File: config.mk
export PLATFORM = sky130hd
export DESIGN_NAME = dma_job_sequencer
export DESIGN_NICKNAME = d
export VERILOG_FILES = /design/src/rtl/dma_jobseq_pkg.sv /design/src/rtl/jobseq_ctl_regs.sv /design/src/rtl/jobseq_pick.sv /design/src/rtl/jobseq_lifo.sv /design/src/rtl/dma_job_sequencer.sv
export SDC_FILE = /design/constraint.sdc
export NUM_CORES = 1
export LEC_CHECK = 0
export BUFFER_PORTS_ARGS = -buffer_cell sky130_fd_sc_hd__buf_2
export CAP_MARGIN = 20
export CORE_MARGIN = 4
export CORE_UTILIZATION = 25
export CTS_BUF_LIST = sky130_fd_sc_hd__clkbuf_8
export CTS_CLUSTER_DIAMETER = 200
export DETAILED_ROUTE_END_ITERATION = 6
export SKIP_CTS_REPAIR_TIMING = 1
export SYNTH_ARGS = -nofsm -noshare
export SYNTH_HDL_FRONTEND = slang
export SYNTH_SLANG_ARGS = --single-unit
File: constraint.sdc
create_clock -name clk -period 6.2 [get_ports clk]
set_input_delay 0.31 -clock clk [delete_from_list [all_inputs] [get_ports clk]]
set_output_delay 0.31 -clock clk [all_outputs]
set_load 0.01 [all_outputs]
File: src/rtl/dma_jobseq_pkg.sv
package dma_jobseq_pkg;

   // Control word layout, bit 3 down to bit 0
   typedef struct packed {
      logic hw;
      logic irq_en;
      logic cancel;
      logic en;
   } job_ctl_t;

   localparam int CTL_W = $bits(job_ctl_t);

endpackage

File: src/rtl/jobseq_ctl_regs.sv
module jobseq_ctl_regs
   import dma_jobseq_pkg::*;
#(
   parameter int N_JOBS = 32,
   localparam int JW = $clog2(N_JOBS)
) (
   input  logic              clk,
   input  logic              rst_n,
   input  logic              wr_en,
   input  logic [JW-1:0]     wr_job,
   input  job_ctl_t          wr_ctl,
   input  logic [N_JOBS-1:0] clr_en,
   output logic [N_JOBS-1:0] en_o,
   output logic [N_JOBS-1:0] ie_o,
   output logic [N_JOBS-1:0] hw_o
);

   for (genvar j = 0; j < N_JOBS; j++) begin : g_job
      logic hit;
      assign hit = wr_en && (wr_job == JW'(j));

      always_ff @(posedge clk or negedge rst_n) begin
         if (!rst_n) begin
            en_o[j] <= 1'b0;
            ie_o[j] <= 1'b0;
            hw_o[j] <= 1'b0;
         end else if (hit) begin
            en_o[j] <= wr_ctl.en;
            ie_o[j] <= wr_ctl.irq_en;
            hw_o[j] <= wr_ctl.hw;
         end else if (clr_en[j]) begin
            en_o[j] <= 1'b0;
         end
      end
   end

endmodule

File: src/rtl/jobseq_pick.sv
module jobseq_pick #(
   parameter int N_JOBS = 32,
   localparam int JW = $clog2(N_JOBS)
) (
   input  logic [N_JOBS-1:0] req,
   output logic              valid,
   output logic [JW-1:0]     idx
);

   always_comb begin
      idx = '0;
      for (int j = N_JOBS - 1; j >= 0; j--) begin
         if (req[j]) idx = JW'(j);
      end
   end

   assign valid = |req;

endmodule

File: src/rtl/jobseq_lifo.sv
module jobseq_lifo #(
   parameter int N_JOBS = 32,
   localparam int JW = $clog2(N_JOBS),
   localparam int DW = $clog2(N_JOBS + 1)
) (
   input  logic          clk,
   input  logic          rst_n,
   input  logic          push,
   input  logic [JW-1:0] push_idx,
   input  logic          pop,
   input  logic          flush,
   output logic [JW-1:0] top_idx,
   output logic [DW-1:0] depth
);

   logic [JW-1:0] slot [N_JOBS];
   logic [DW-1:0] sp_m1;

   assign sp_m1   = depth - 1'b1;
   assign top_idx = slot[sp_m1[JW-1:0]];

   always_ff @(posedge clk) begin
      if (push && !flush) slot[depth[JW-1:0]] <= push_idx;
   end

   always_ff @(posedge clk or negedge rst_n) begin
      if (!rst_n)                         depth <= '0;
      else if (flush)                     depth <= '0;
      else if (push)                      depth <= depth + 1'b1;
      else if (pop && depth != '0)        depth <= sp_m1;
   end

endmodule

File: src/rtl/dma_job_sequencer.sv
module dma_job_sequencer
   import dma_jobseq_pkg::*;
#(
   parameter int N_JOBS = 32,
   localparam int JW = $clog2(N_JOBS),
   localparam int DW = $clog2(N_JOBS + 1)
) (
   input  logic              clk,
   input  logic              rst_n,
   input  logic              cfg_we,
   input  logic [JW-1:0]     cfg_job,
   input  logic [CTL_W-1:0]  cfg_wdata,
   input  logic              irq_clr_we,
   input  logic [N_JOBS-1:0] irq_clr_mask,
   input  logic [N_JOBS-1:0] hw_start,
   input  logic [N_JOBS-1:0] hw_req,
   input  logic              eng_done,
   output logic              eng_start,
   output logic [JW-1:0]     eng_job,
   output logic              eng_grant,
   output logic              eng_abort,
   output logic              busy,
   output logic [JW-1:0]     run_job,
   output logic [DW-1:0]     stack_depth,
   output logic [N_JOBS-1:0] irq_state,
   output logic              irq_o
);

   initial begin
      if (N_JOBS < 2) $error("N_JOBS must be at least 2");
      if (N_JOBS != (1 << JW)) $error("N_JOBS must be a power of two");
   end

   localparam logic [N_JOBS-1:0] ONE  = {{(N_JOBS-1){1'b0}}, 1'b1};
   localparam logic [N_JOBS-1:0] NONE = {N_JOBS{1'b0}};

   job_ctl_t          wctl;
   logic [N_JOBS-1:0] en_v, ie_v, hw_v, clr_en, elig, susp_q, run_1h, top_1h, irq_set;
   logic              busy_q, start_q, cancel_q;
   logic [JW-1:0]     run_job_q, pick_idx, top_idx;
   logic              pick_valid;
   logic              done_evt, susp_evt, idle_ok, start_new, resume;

   assign wctl = job_ctl_t'(cfg_wdata);

   jobseq_ctl_regs #(.N_JOBS(N_JOBS)) regs_i (
      .clk(clk), .rst_n(rst_n), .wr_en(cfg_we), .wr_job(cfg_job), .wr_ctl(wctl),
      .clr_en(clr_en), .en_o(en_v), .ie_o(ie_v), .hw_o(hw_v)
   );

   assign elig = en_v & ~susp_q & (~hw_v | hw_start);

   jobseq_pick #(.N_JOBS(N_JOBS)) pick_i (
      .req(elig), .valid(pick_valid), .idx(pick_idx)
   );

   assign run_1h = ONE << run_job_q;
   assign top_1h = ONE << top_idx;

   assign done_evt  = busy_q && !cancel_q && eng_done;
   assign susp_evt  = busy_q && !cancel_q && !eng_done && !en_v[run_job_q];
   assign idle_ok   = !busy_q && !cancel_q;
   assign start_new = idle_ok && pick_valid;
   assign resume    = idle_ok && !pick_valid && (stack_depth != '0) && en_v[top_idx];

   jobseq_lifo #(.N_JOBS(N_JOBS)) lifo_i (
      .clk(clk), .rst_n(rst_n), .push(susp_evt), .push_idx(run_job_q),
      .pop(resume), .flush(cancel_q), .top_idx(top_idx), .depth(stack_depth)
   );

   assign clr_en  = (done_evt ? run_1h : NONE)
                  | (cancel_q ? (susp_q | (busy_q ? run_1h : NONE)) : NONE);
   assign irq_set = (done_evt && ie_v[run_job_q]) ? run_1h : NONE;

   always_ff @(posedge clk or negedge rst_n) begin
      if (!rst_n) begin
         busy_q    <= 1'b0;
         start_q   <= 1'b0;
         cancel_q  <= 1'b0;
         run_job_q <= '0;
         susp_q    <= NONE;
         irq_state <= NONE;
      end else begin
         cancel_q <= cfg_we && wctl.cancel;
         start_q  <= start_new || resume;
         if (cancel_q || done_evt || susp_evt) busy_q <= 1'b0;
         else if (start_new || resume)        busy_q <= 1'b1;
         if (start_new)   run_job_q <= pick_idx;
         else if (resume) run_job_q <= top_idx;
         if (cancel_q) susp_q <= NONE;
         else          susp_q <= (susp_q | (susp_evt ? run_1h : NONE)) & ~(resume ? top_1h : NONE);
         irq_state <= (irq_state & ~(irq_clr_we ? irq_clr_mask : NONE)) | irq_set;
      end
   end

   assign eng_start = start_q;
   assign eng_job   = run_job_q;
   assign eng_abort = cancel_q;
   assign eng_grant = busy_q && !cancel_q && en_v[run_job_q] && (!hw_v[run_job_q] || hw_req[run_job_q]);
   assign busy      = busy_q;
   assign run_job   = run_job_q;
   assign irq_o     = |irq_state;

endmodule

# [Word-level counts from Yosys, hierarchy flattened]
# Memories as Yosys holds them, arrays and structs flattened.
# Index checks and enable logic that the tools add are counted.
[word_totals] mem_count=1 ff_bits=174 ram_bits=160 word_cells=373 inputBits=110 output_inout_bits=53
[mem_list] memory="lifo_i.slot" depth=32 width=5 read_ports=1 rd_clocked_by_memory_dff=0 wr=1 line="jobseq_lifo.sv:16" rtl="logic [JW-1:0] slot [N_JOBS];"
[op_classes] n_addsub=2 bitwise_logic=13 n_mux=123 order_cmp=2 reduce_logical=96 shift=2 n_eq_ne=31
[op_table] cell="$mux W32" n=8
[op_table] cell="$mux W5" n=34
[op_table] cell="$or A32 B32 Y32" n=5
[op_table] cell="$and A32 B32 Y32" n=4
[op_table] cell="$not A32 Y32" n=4
[op_table] cell="$eq A5 B5 Y1 const B" n=16
[op_table] cell="$mux W1" n=73
[op_table] cell="$reduce_bool A2 Y1" n=34
[op_table] cell="$reduce_or A32 Y1" n=2
[op_table] cell="$shl A1 B5 Y32 const A" n=2
[op_table] cell="$logic_and A1 B1 Y1" n=47
[op_table] cell="$eq A5 B4 Y1 const B" n=8
[op_table] cell="$bmux W1 S5" n=5
[op_table] cell="$eq A5 B3 Y1 const B" n=4
[op_table] cell="$mux W6" n=3
[op_table] cell="$lt A5 B6 Y1 const B" n=2
[op_table] cell="$eq A5 B2 Y1 const B" n=2
[op_table] cell="$add A6 B1 Y6 const B" n=1
[op_table] cell="$logic_not A1 Y1" n=6
[op_table] cell="$reduce_bool A6 Y1" n=1
[op_table] cell="$sub A6 B1 Y6 const B" n=1
[op_table] cell="$eq A5 B1 Y1 const B" n=1
[op_table] cell="$logic_not A5 Y1" n=1
[op_table] cell="$logic_or A1 B1 Y1" n=4
[op_table] cell="$reduce_bool A3 Y1" n=1

# [Logic depth before layout (Yosys ltp)]
[logic_depth] depth_word=36 mapped_depth=19 mapped_depth_nobuf=13

# [Modules after synthesis]
# Synthesis repeated with hierarchy kept, for this count alone.
[hier_totals] hier_cells=1379 area_unflattened_um2=16977.5
[modules_own_cells] module="jobseq_lifo" cells_each=361 n_inst=1 area_each_um2=6885.4
[modules_own_cells] module="dma_job_sequencer" cells_each=672 n_inst=1 area_each_um2=5728.0
[modules_own_cells] module="jobseq_ctl_regs" cells_each=281 n_inst=1 area_each_um2=3978.8
[modules_own_cells] module="jobseq_pick" cells_each=65 n_inst=1 area_each_um2=385.4

# [Worst setup path after synthesis]
# OpenSTA, ideal clock, no wires.
[synth_timing] path_type="reg-to-reg" from="register lifo_i.depth[0]" to="register lifo_i.depth[4]" slack_ns=1.667 required_ns=6.072 n_path_buf=6 synth_period_minus_slack_ns=4.533 path_stages_with_launch=18 t_arrival_ns=4.405 setup_ns=0.128 cell_sequence="dfrtp_1 buf_6 buf_4 buf_6 inv_1 ha_1 buf_2 buf_2 buf_1 mux4_2 mux4_2 mux2i_2 nand2_1 a211o_1 a211oi_4 nor2_4 o22ai_2 mux2_1"
[synth_via] elab_chain_len=7 elab_cells_between_ends=13 classes_between="add/sub: 2; mux: 5; reduce/logical: 5; memory: 1"
[synth_rtl] element="start, declared" line="jobseq_lifo.sv:13" rtl="output logic [DW-1:0] depth"
[synth_rtl] element="start signal, assigned" line="jobseq_lifo.sv:29" rtl="else if (push) depth <= depth + 1'b1;"
[synth_rtl] element="start signal, assigned" line="jobseq_lifo.sv:30" rtl="else if (pop && depth != '0) depth <= sp_m1;"
[synth_rtl] element="$sub A6 B1 Y6" line="jobseq_lifo.sv:19" rtl="assign sp_m1 = depth - 1'b1;"
[synth_rtl] element="$mem_v2 Z32 W5"
[synth_rtl] element="$bmux W1 S5" line="dma_job_sequencer.sv:64" rtl="assign resume = idle_ok && !pick_valid && (stack_depth != '0) && en_v[top_idx];"
[synth_rtl] element="$mux W1 (not written as such)" line="dma_job_sequencer.sv:64"
[synth_rtl] element="$logic_and A1 B1 Y1" line="dma_job_sequencer.sv:64"
[synth_rtl] element="$logic_and A1 B1 Y1" line="jobseq_lifo.sv:30"
[synth_rtl] element="$reduce_bool A3 Y1 (no source line)"
# Several ways; a longest one is shown, not always the timed one. The select of a mux whose other input is x is not followed.
# A chain may end at the register's enable or synchronous reset.

# [Worst setup path in the final report]
[layout_timing] from="register lifo_i.depth[1]" to="register lifo_i.depth[4]"
# Same word-level chain as after synthesis.

==> out/summary.txt <==
clock root buffer: clkbuf_8
clk slew on worst S/H paths: 0.06 ns
DRC viols: 0
Mapped Area: 17,000 sq um
leading area contributor after synthesis: edfxtp_1
Top FF cell, synth: dfrtp_1
global-route track usage on met3: 0.0319
DP Worst Slack: 1.27 ns
placed insts: 2,421
Seq cells post-synth: 334
static leakage: 0.00764 uW
slowest stage delay, CP: 0.56 ns
die height: 269 microns
Rows: 95
ANT nets after route: 0
Sink Count: 334
initial core utilization: 0.253
Vias: 13,033
startpoint types: flop
Syn Nets: 1,563
Min Clock Period, post-route: 5.01 ns
largest net degree at the start of global routing: 63
initial antenna violation count: 3
Fillers: 6,830
final net count: 1,743
Crit-path slowest cell: mux2i_4
fin cells: 2,546
I/O Pins: 163
Synth Area per Inst: 11.7 sq um
layout cells sized above 1: 0.248
number of flops mapped to enable cells by yosys: 160
VDD IR max: 0.176 mV
first-pass GRT wire length: 80,700 microns
number of global-route vias before repair: 12,796
final worst-path cycle share: 0.808
worst slew pin tran: 1.13 ns
Die X: 269 microns
Max Cap Violations: 0
CTS max path bufs: 3
Multi-input gate area: 7250 sq um
Final Max Tran Viols: 0
Worst-Skew Late Latency: 0.66 ns
Synth-to-Final Area Change: 17.3%
unrepaired setup endpoints after global routing: false
Ys Warns: 0
met1 Use GR: 0.193
status: complete, but fails checks
CP Data Required Time: 6.70 ns
Post-Syn Instances: 1,448
H-tree depth: 2
TritonCTS clock tree: done
Min-Delay Path Class: input pin to flop
critical path class: flop to flop
post-synthesis sequential area ratio: 0.539
DRT iter0 DRCs: 1,139
final hold vios: 1
Die ar.: 72,200 sq um
GRT met2 Usage: 0.240
CTS Buf Count: 56
CP endpoint kind: flop
worst-path maximum fanout: 17
Setup WS post-layout: 1.19 ns
Area contributors post-synth: edfxtp_1 (28%), dfrtp_1 (26%), mux4_2 (8.3%)
critical-path cell list: inv_1 -> ha_1 -> buf_4 -> mux4_1 -> mux4_2 -> mux2i_4 -> buf_4 -> nand2_1 -> o2111a_1 -> a211o_1 -> a211oi_4 -> nor2_4 -> o22ai_2 -> mux2_1
Pre-antenna DRT Iters: 6
GR Util All Layers: 0.147
register area: 9170 sq um
drt total wl: 54,700 microns
count of input and output buffers: 162
PwrDens: 444 nW/um^2
CP dominant cell by count: buf_4
grt peak-use layer: met2
Fin Setup TNS: 0 ns
DPL Wire Length: 40,000 microns
Via density: 5.12
slew margin rel.: 0.246
CORE AREA: 67,300 sq um
Synth cell types: 83
worst endpoint data arrival time: 5.51 ns
Final GP Congestion: 0.895
drt wl/cell: 21.5 microns
GRT Residual Overflow: 0
skew final: 0.0550 ns
ys async rst share: 0.521
most frequent cells in the layout: dfrtp_1 (167), buf_2 (161), edfxtp_1 (160)
most common cell after layout, fill and taps aside: dfrtp_1
maximum clock rate: 200 MHz
final setup vio count: 0
Hold Slack: -0.00905 ns
violated checks: hold timing
top-area cell type share of the netlist area: 0.283
cell usage after synthesis, types with 9 or more instances:
| library cell | count |
|---|---|
| and3_1 | 12 |
| mux2_2 | 52 |
| inv_1 | 44 |
| nor2_1 | 142 |
| a21oi_1 | 104 |
| o31ai_1 | 18 |
| nand2b_1 | 22 |
| clkbuf_1 | 51 |
| nor2b_1 | 36 |
| dfrtp_1 | 174 |
| a22o_1 | 16 |
| mux4_1 | 9 |
| mux4_2 | 63 |
| nor3b_1 | 15 |
| o21ai_0 | 89 |
| mux2i_1 | 33 |
| nor3_1 | 38 |
| nand3_1 | 14 |
| buf_4 | 9 |
| edfxtp_1 | 160 |
| nand2_1 | 149 |
| o32ai_1 | 24 |
| nor4_1 | 11 |
state kept, by name, indices dropped and copies added, names as in the netlist:
register	flops
busy	1
eng_job	5
eng_abort	1
susp_q	32
irq_state	32
lifo_i.depth	6
regs_i.ie_o	32
regs_i.en_o	32
regs_i.hw_o	32
eng_start	1
lifo_i.slot	160
power by group:
part           switching (uW)  internal, uW
sequential                378          2720
combinational            2360          1510
clock                     904           978
total                    3640          5210
metrics by stage:
step / total power [uW] / cell area (sq um) / util
floorplan: 5690 / 17000 / -
global placement: 6860 / 18600 / 0.277
detailed placement: 6950 / 18600 / 0.277
CTS: 8850 / 19700 / 0.293
global route: 9310 / 19900 / 0.296
finish: 8850 / 19900 / 0.296
final timing paths:
kind,from,end,slack [ns],cells past startpoint
worst max register to register,lifo_i.depth[1],lifo_i.depth[4],1.19,14
max in group asynchronous,rst_n,eng_job[1],4.66,3
worst max-delay path,lifo_i.depth[1],lifo_i.depth[4],1.19,14
worst min register to register,regs_i.ie_o[15],regs_i.ie_o[15],0.50,1
worst min-delay path,irq_clr_mask[30],irq_state[30],-0.009,4
min in group asynchronous,rst_n,regs_i.hw_o[27],0.19,2
critical path: cells and delay by family (launching register included):
kind | cells | cell delay [ns]
AO/OA/AOI/OAI | 4 | 1.06
AND/OR/NAND/NOR | 2 | 0.21
buffers and inverters | 3 | 0.78
flip-flops | 1 | 0.51
multiplexers | 4 | 1.75
adder cells (fa/ha/maj) | 1 | 0.54
layout make-up:
type / instances / area share
sequential: 334 / 0.460
timing repair buffer: 205 / 0.0601
clock buffer: 64 / 0.0442
antenna: 3 / 0.000376
tap: 873 / 0.0548
inverter: 44 / 0.00828
multi-input combinational: 987 / 0.363
clock inverter: 36 / 0.00916
logic make-up after synthesis:
logic type / after synthesis / share of synthesized area
AND/OR/NAND/NOR: 483 / 0.136
AO/OA/AOI/OAI: 334 / 0.128
flip-flops: 334 / 0.539
multiplexers: 162 / 0.156
buffers and inverters: 127 / 0.0354
adder cells (fa/ha/maj): 5 / 0.00368
XOR/XNOR: 3 / 0.00199
routing by layer:
metal | routed length, microns | vias to the layer above
li1 | - | 5778
met1 | 22700 | 6575
met2 | 26200 | 565
met3 | 4080 | 115
met4 | 1810 | 0
met5 | 0 | -
Power figures use the tool's default switching activity.
